$ cat src/rtl/irq_seq_pkg.sv
package irq_seq_pkg;
  typedef enum logic [1:0] {
    ST_IDLE = 2'd0,
    ST_ACK  = 2'd1,
    ST_POP  = 2'd2
  } seq_state_e;

  localparam logic [1:0] REG_ENABLE = 2'd0;
  localparam logic [1:0] REG_PEND   = 2'd1;
  localparam logic [1:0] REG_CTRL   = 2'd2;
  localparam logic [1:0] REG_INDEX  = 2'd3;
endpackage

$ cat src/rtl/irq_pend_bank.sv
module irq_pend_bank #(
  parameter int NSRC = 8
) (
  input  logic            clk,
  input  logic            rst_n,
  input  logic [NSRC-1:0] src_evt,
  input  logic            en_wr,
  input  logic [NSRC-1:0] en_wdata,
  input  logic [NSRC-1:0] pend_clr,
  output logic [NSRC-1:0] en_q,
  output logic [NSRC-1:0] pend_q
);
  always_ff @(posedge clk or negedge rst_n) begin
    if (!rst_n) begin
      en_q   <= '0;
      pend_q <= '0;
    end else begin
      if (en_wr) en_q <= en_wdata;
      // the event term is ORed in last, so a hardware set beats a clear
      pend_q <= (pend_q & ~pend_clr) | src_evt;
    end
  end
endmodule

$ cat src/rtl/irq_prio_enc.sv
module irq_prio_enc #(
  parameter int NSRC = 8,
  localparam int IW = $clog2(NSRC)
) (
  input  logic [NSRC-1:0] req,
  output logic            valid,
  output logic [IW-1:0]   idx
);
  always_comb begin
    idx = '0;
    for (int i = NSRC - 1; i >= 0; i--) begin
      if (req[i]) idx = IW'(i);
    end
  end
  assign valid = |req;
endmodule

$ cat src/rtl/irq_ack_fsm.sv
module irq_ack_fsm
  import irq_seq_pkg::*;
#(
  parameter int          AW         = 16,
  parameter int          ACK_CYCLES = 7,
  parameter logic [AW-1:0] VEC_ADDR = 16'h00FF,
  localparam int CW = $clog2(ACK_CYCLES)
) (
  input  logic          clk,
  input  logic          rst_n,
  input  logic          insn_start,
  input  logic          skip_pend,
  input  logic          nmi_busy,
  input  logic          reti,
  input  logic          irq_ready,
  input  logic          gie_wr,
  input  logic          gie_wdata,
  input  logic [AW-1:0] cur_pc,
  input  logic          push_ready,
  input  logic          pop_ready,
  input  logic [AW-1:0] pop_data,
  output logic          gie_q,
  output logic          ack_busy,
  output logic          push_valid,
  output logic [AW-1:0] push_data,
  output logic          pop_valid,
  output logic          pc_load,
  output logic [AW-1:0] pc_value
);
  seq_state_e    state_q;
  logic [CW-1:0] cnt_q;
  logic [AW-1:0] ret_q;
  logic          pushed_q;
  logic          take, ret_go, push_fire, ack_done;

  assign take      = (state_q == ST_IDLE) && insn_start && !skip_pend && !nmi_busy
                     && gie_q && irq_ready && !reti;
  assign ret_go    = (state_q == ST_IDLE) && reti;
  assign push_fire = push_valid && push_ready;
  assign ack_done  = (state_q == ST_ACK) && (cnt_q == CW'(ACK_CYCLES - 1))
                     && (pushed_q || push_fire);

  assign ack_busy   = (state_q == ST_ACK);
  assign push_valid = (state_q == ST_ACK) && !pushed_q;
  assign push_data  = ret_q;
  assign pop_valid  = (state_q == ST_POP);

  always_comb begin
    pc_load  = 1'b0;
    pc_value = '0;
    if (ack_done) begin
      pc_load  = 1'b1;
      pc_value = VEC_ADDR;
    end else if (pop_valid && pop_ready) begin
      pc_load  = 1'b1;
      pc_value = pop_data;
    end
  end

  always_ff @(posedge clk or negedge rst_n) begin
    if (!rst_n) begin
      state_q  <= ST_IDLE;
      cnt_q    <= '0;
      ret_q    <= '0;
      pushed_q <= 1'b0;
      gie_q    <= 1'b0;
    end else begin
      if (take)        gie_q <= 1'b0;
      else if (ret_go) gie_q <= 1'b1;
      else if (gie_wr) gie_q <= gie_wdata;

      unique case (state_q)
        ST_IDLE: begin
          if (take) begin
            state_q  <= ST_ACK;
            cnt_q    <= '0;
            ret_q    <= cur_pc;
            pushed_q <= 1'b0;
          end else if (ret_go) begin
            state_q <= ST_POP;
          end
        end
        ST_ACK: begin
          if (push_fire) pushed_q <= 1'b1;
          if (cnt_q != CW'(ACK_CYCLES - 1)) cnt_q <= cnt_q + 1'b1;
          if (ack_done) state_q <= ST_IDLE;
        end
        ST_POP: begin
          if (pop_ready) state_q <= ST_IDLE;
        end
        default: state_q <= ST_IDLE;
      endcase
    end
  end
endmodule

$ cat src/rtl/irq_seq_ctrl.sv
module irq_seq_ctrl
  import irq_seq_pkg::*;
#(
  parameter int            NSRC       = 8,
  parameter int            AW         = 16,
  parameter int            ACK_CYCLES = 7,
  parameter logic [AW-1:0] VEC_ADDR   = 16'h00FF,
  localparam int IW = $clog2(NSRC)
) (
  input  logic            clk,
  input  logic            rst_n,
  input  logic [NSRC-1:0] src_evt,
  input  logic            reg_wr_en,
  input  logic [1:0]      reg_addr,
  input  logic [NSRC-1:0] reg_wdata,
  output logic [NSRC-1:0] reg_rdata,
  output logic            vec_valid,
  output logic [IW-1:0]   vec_idx,
  input  logic            insn_start,
  input  logic            skip_pend,
  input  logic            nmi_busy,
  input  logic            reti,
  input  logic [AW-1:0]   cur_pc,
  output logic            ack_busy,
  output logic            push_valid,
  input  logic            push_ready,
  output logic [AW-1:0]   push_data,
  output logic            pop_valid,
  input  logic            pop_ready,
  input  logic [AW-1:0]   pop_data,
  output logic            pc_load,
  output logic [AW-1:0]   pc_value
);
  logic [NSRC-1:0] en_q, pend_q, pend_clr, index_view;
  logic            gie_q;

  assign pend_clr = (reg_wr_en && reg_addr == REG_PEND) ? reg_wdata : '0;

  irq_pend_bank #(.NSRC(NSRC)) u_bank (
    .clk      (clk),
    .rst_n    (rst_n),
    .src_evt  (src_evt),
    .en_wr    (reg_wr_en && reg_addr == REG_ENABLE),
    .en_wdata (reg_wdata),
    .pend_clr (pend_clr),
    .en_q     (en_q),
    .pend_q   (pend_q)
  );

  irq_prio_enc #(.NSRC(NSRC)) u_enc (
    .req   (en_q & pend_q),
    .valid (vec_valid),
    .idx   (vec_idx)
  );

  irq_ack_fsm #(.AW(AW), .ACK_CYCLES(ACK_CYCLES), .VEC_ADDR(VEC_ADDR)) u_fsm (
    .clk        (clk),
    .rst_n      (rst_n),
    .insn_start (insn_start),
    .skip_pend  (skip_pend),
    .nmi_busy   (nmi_busy),
    .reti       (reti),
    .irq_ready  (vec_valid),
    .gie_wr     (reg_wr_en && reg_addr == REG_CTRL),
    .gie_wdata  (reg_wdata[0]),
    .cur_pc     (cur_pc),
    .push_ready (push_ready),
    .pop_ready  (pop_ready),
    .pop_data   (pop_data),
    .gie_q      (gie_q),
    .ack_busy   (ack_busy),
    .push_valid (push_valid),
    .push_data  (push_data),
    .pop_valid  (pop_valid),
    .pc_load    (pc_load),
    .pc_value   (pc_value)
  );

  always_comb begin
    index_view              = '0;
    index_view[IW-1:0]      = vec_idx;
    index_view[NSRC-1]      = vec_valid;
  end

  always_comb begin
    unique case (reg_addr)
      REG_ENABLE: reg_rdata = en_q;
      REG_PEND:   reg_rdata = pend_q;
      REG_CTRL:   reg_rdata = {{(NSRC-1){1'b0}}, gie_q};
      default:    reg_rdata = index_view;
    endcase
  end
endmodule

$ cat config.mk
export PLATFORM = sky130hd
export DESIGN_NAME = irq_seq_ctrl
export DESIGN_NICKNAME = d
export VERILOG_FILES = /design/src/rtl/irq_seq_pkg.sv /design/src/rtl/irq_pend_bank.sv /design/src/rtl/irq_prio_enc.sv /design/src/rtl/irq_ack_fsm.sv /design/src/rtl/irq_seq_ctrl.sv
export SDC_FILE = /design/constraint.sdc
export NUM_CORES = 1
export LEC_CHECK = 0
export BUFFER_PORTS_ARGS = -buffer_cell sky130_fd_sc_hd__clkbuf_2
export CAP_MARGIN = 20
export CORE_UTILIZATION = 30
export CTS_CLUSTER_SIZE = 25
export DETAILED_ROUTE_END_ITERATION = 8
export GPL_TIMING_DRIVEN = 0
export SLEW_MARGIN = 15
export SYNTH_ARGS = -nofsm -noshare
export SYNTH_HDL_FRONTEND = slang
export SYNTH_HIERARCHICAL = 1
export SYNTH_SLANG_ARGS = --single-unit
$ cat constraint.sdc
create_clock -name clk -period 4.4 [get_ports clk]
set_clock_uncertainty 0.15 [all_clocks]
set_input_delay 0.66 -clock clk [delete_from_list [all_inputs] [get_ports clk]]
set_output_delay 0.66 -clock clk [all_outputs]
set_load 0.01 [all_outputs]
==> impl_metrics.tcl <==
set metrics [dict create \
    clk-insertion-delay-late_ns 0.28 \
    n_antenna_cell 0 \
    clkPwrFrac_pct 24.8 \
    ys_ff_latch 39 \
    r2r-start "u_bank/en_q[4]$_DFFE_PN0P_" \
    grt_max_degree 40 \
    synth_ff_type "dfrtp_1" \
    cts_max_path_buffers 2 \
    drc 0 \
    syn_avg_cell_area_um2 11.4 \
    endpoint_kind "output port" \
    cts_inserted_buffers 5 \
    crit_chain "inv_1, ha_1, o211ai_1, nor2_1, or2_1, clkbuf_2" \
    cp_num_buf_inv 2 \
    intPower_w 0.000864 \
    finalNetCount 368 \
    drt-wirelength-per-cell_um 12.5 \
    crit_cells 6 \
    leakagePower_nw 1.58 \
    power_frac_comb_pct 33.3 \
    power_frac_seq_pct 41.9 \
    cts_tree "done" \
    powerDensity_mw_per_mm2 413 \
    yosys_warnings 6 \
    netSwitchingFraction_pct 30.2 \
    cp-endpoint "pc_load" \
    peakVddDrop_v 0.000238 \
    worstPathArrival_ns 1.95 \
    period_share_pct 62.7 \
    cpMaxStageDelayCell "nor2_1" \
    mostFrequentLayoutCells "105 x clkbuf_2, 39 x dfrtp_1, 16 x and2_1, 16 x a21o_1, 15 x mux2_4" \
    critical_path_class "register to output port" \
    multi_input_area_mm2 0.00109 \
    tightest_slew_ns 0.605 \
    timing.fmax_mhz 362 \
    cp-start-kind "register" \
    hold_viol 0 \
    rsz0062_at_grt "no" \
    cts_sinks 39 \
    grt.total_usage_pct 13.4 \
    io_pins 107 \
    syn_inst 194 \
    dr_total_vias 1820 \
    final_core_util_pct 43.1 \
    synth_nets 255 \
    async_flop_share_pct 100 \
    antenna_left 0 \
    clk_pin_slew_ns 0.08 \
    first_pass_iters 4 \
    synth-edff-count 0 \
    critical_path_required_ns 3.59 \
    worst_hold_slack_ns 0.134 \
    place_ws_ns 1.94 \
    fill_cells 697 \
    portBuffers 105 \
    rows 30 \
    area_delta_synth_final_pct 35.4 \
    r2r_cells 7 \
    startpoint "u_fsm/cnt_q[0]$_DFFE_PN0P_" \
    ys_seq_area_share_pct 44.2 \
    cts_resized 0 \
    synth_area_mm2 0.00221 \
    cts_hold_buf 0 \
    mostFrequentLayoutCell "clkbuf_2" \
    gr-total-overflow 0 \
    layout-drive-gt1-share_pct 49.4 \
    ff_latch_area_um2 976 \
    rr_endpoint "u_fsm/push_data[3]$_DFFE_PN0P_" \
    cts.htree.levels 2 \
    switchingPower_w 0.000373 \
    reg2reg_slack_ns 2.15 \
    drv_slew 0 \
    grt_first_pass_wirelength_um 8060 \
    die_area_mm2 0.00771 \
    slew_headroom_pct 59.5 \
    wl_um 5040 \
    fin_ws_ns 1.64 \
    dr.first_iter.drc_count 54 \
    crit_family "simple AND/OR/NAND/NOR gates" \
    outcome "completed" \
    dp_hpwl_um 3860 \
    die_h_um 87.8 \
    slowest_delay_ns 0.48 \
    hp-class "primary input to async pin" \
    ys_types 41 \
    cts_setup_buffers 0 \
    grt_pass1_vias 1782 \
    drt-vias-per-instance 4.50 \
    cp_max_fo 10 \
    die_x_um 87.8 \
    gp_congestion 0.737 \
    finalSetupTns_ns 0 \
    coreArea_mm2 0.00694 \
    fin_crit_ns 2.76 \
    start_util_pct 31.8 \
    clock-root-buffer "clkbuf_8" \
    setup_viol 0 \
    antenna_found_initial 0 \
    drv_cap 0 \
]
[per-stage QoR]
step	std cells	area, µm²	power, W
final	404	2990	0.00124
after global routing	404	2990	0.00132
after CTS	403	2970	0.00126
after detailed placement	395	2860	0.000938
after global placement	395	2860	0.000930
after floorplan	194	2210	0.000773
[cell type report]
cell class / instances / area share (%)
Sequential cell: 39 / 32.6
Inverter: 13 / 1.63
Clock inverter: 2 / 1.17
Timing Repair Buffer: 106 / 18.2
Buffer: 10 / 3.26
Tap cell: 96 / 4.01
Multi-Input combinational cell: 132 / 36.3
Clock buffer: 6 / 2.76
[synthesized netlist by cell type (2+ instances only)]
library cell,count,area share (%)
a21o_1,16,5.4
a21oi_1,3,0.68
and2_1,16,4.5
and3_1,8,2.3
and3b_1,2,0.79
buf_2,2,0.45
buf_6,5,2.5
dfrtp_1,39,44
ha_1,2,1.1
inv_1,13,2.2
mux2_2,9,4.6
mux2_4,15,10
mux2i_1,10,4.5
nand2_1,5,0.85
nand3_1,4,0.91
nand4_1,3,0.85
nor2_1,12,2.0
nor2b_1,2,0.57
o211ai_1,2,0.68
o21ai_0,5,1.1
[worst reg2reg max path: cells and delay by family, from the launching register on]
| family | cells | cell delay, ns |
|---|---|---|
| AND/OR/NAND/NOR | 4 | 0.99 |
| flip-flops | 1 | 0.40 |
| buffers and inverters | 2 | 0.31 |
| multiplexers | 1 | 0.29 |
[kinds of logic (layout without fill, tap and decap cells)]
logic type	Yosys count	after routing	share of synthesized area, %
fa+ha+maj	2	2	1.13
mux	35	35	20.3
buf+inv	23	137	6.63
flops	39	39	44.2
simple gates	62	62	17.2
compound gates	33	33	10.6
[power by group through the flow]
stage                     sequential (W)  combinational [W]  clock [W]
after floorplan                 0.000542           0.000230          0
after global routing            0.000534           0.000456   0.000333
after CTS                       0.000518           0.000417   0.000320
final                           0.000518           0.000412   0.000306
after global placement          0.000521           0.000409          0
after detailed placement        0.000522           0.000416          0
[worst min-delay path by stage]
| stage | cells past startpoint | start | end |
|---|---|---|---|
| 2_1_floorplan | 0 | rst_n | u_bank/en_q[0]$_DFFE_PN0P_ |
| 3_3_place_gp | 1 | u_fsm/pushed_q$_DFFE_PN0P_ | u_fsm/pushed_q$_DFFE_PN0P_ |
| 3_5_place_dp | 1 | u_bank/pend_q[1]$_DFF_PN0_ | u_bank/pend_q[1]$_DFF_PN0_ |
| 4_1_cts | 1 | u_fsm/pushed_q$_DFFE_PN0P_ | u_fsm/pushed_q$_DFFE_PN0P_ |
| 5_1_grt | 1 | rst_n | u_bank/pend_q[2]$_DFF_PN0_ |
| 6_report | 1 | rst_n | u_bank/pend_q[2]$_DFF_PN0_ |
[flip-flops by register name (all words and copies together) (netlist names)]
register and flops:
u_bank/en_q 8, u_bank/pend_q 8, u_fsm/cnt_q 3, u_fsm/gie_q 1
u_fsm/push_data 16, u_fsm/pushed_q 1, u_fsm/state_q 2
[metal layers]
| metal | routed length (µm) | vias up | GRT usage, % | share of wire, % |
|---|---|---|---|---|
| met5 | 0 | - | 0 | 0 |
| met4 | 15 | 0 | 2.68 | 0.30 |
| met3 | 343 | 2 | 3.77 | 6.8 |
| met2 | 2270 | 64 | 21.7 | 45 |
| met1 | 2410 | 851 | 17.8 | 48 |
| li1 | - | 903 | - | - |
No activity file was read; power rests on OpenSTA's default activity.
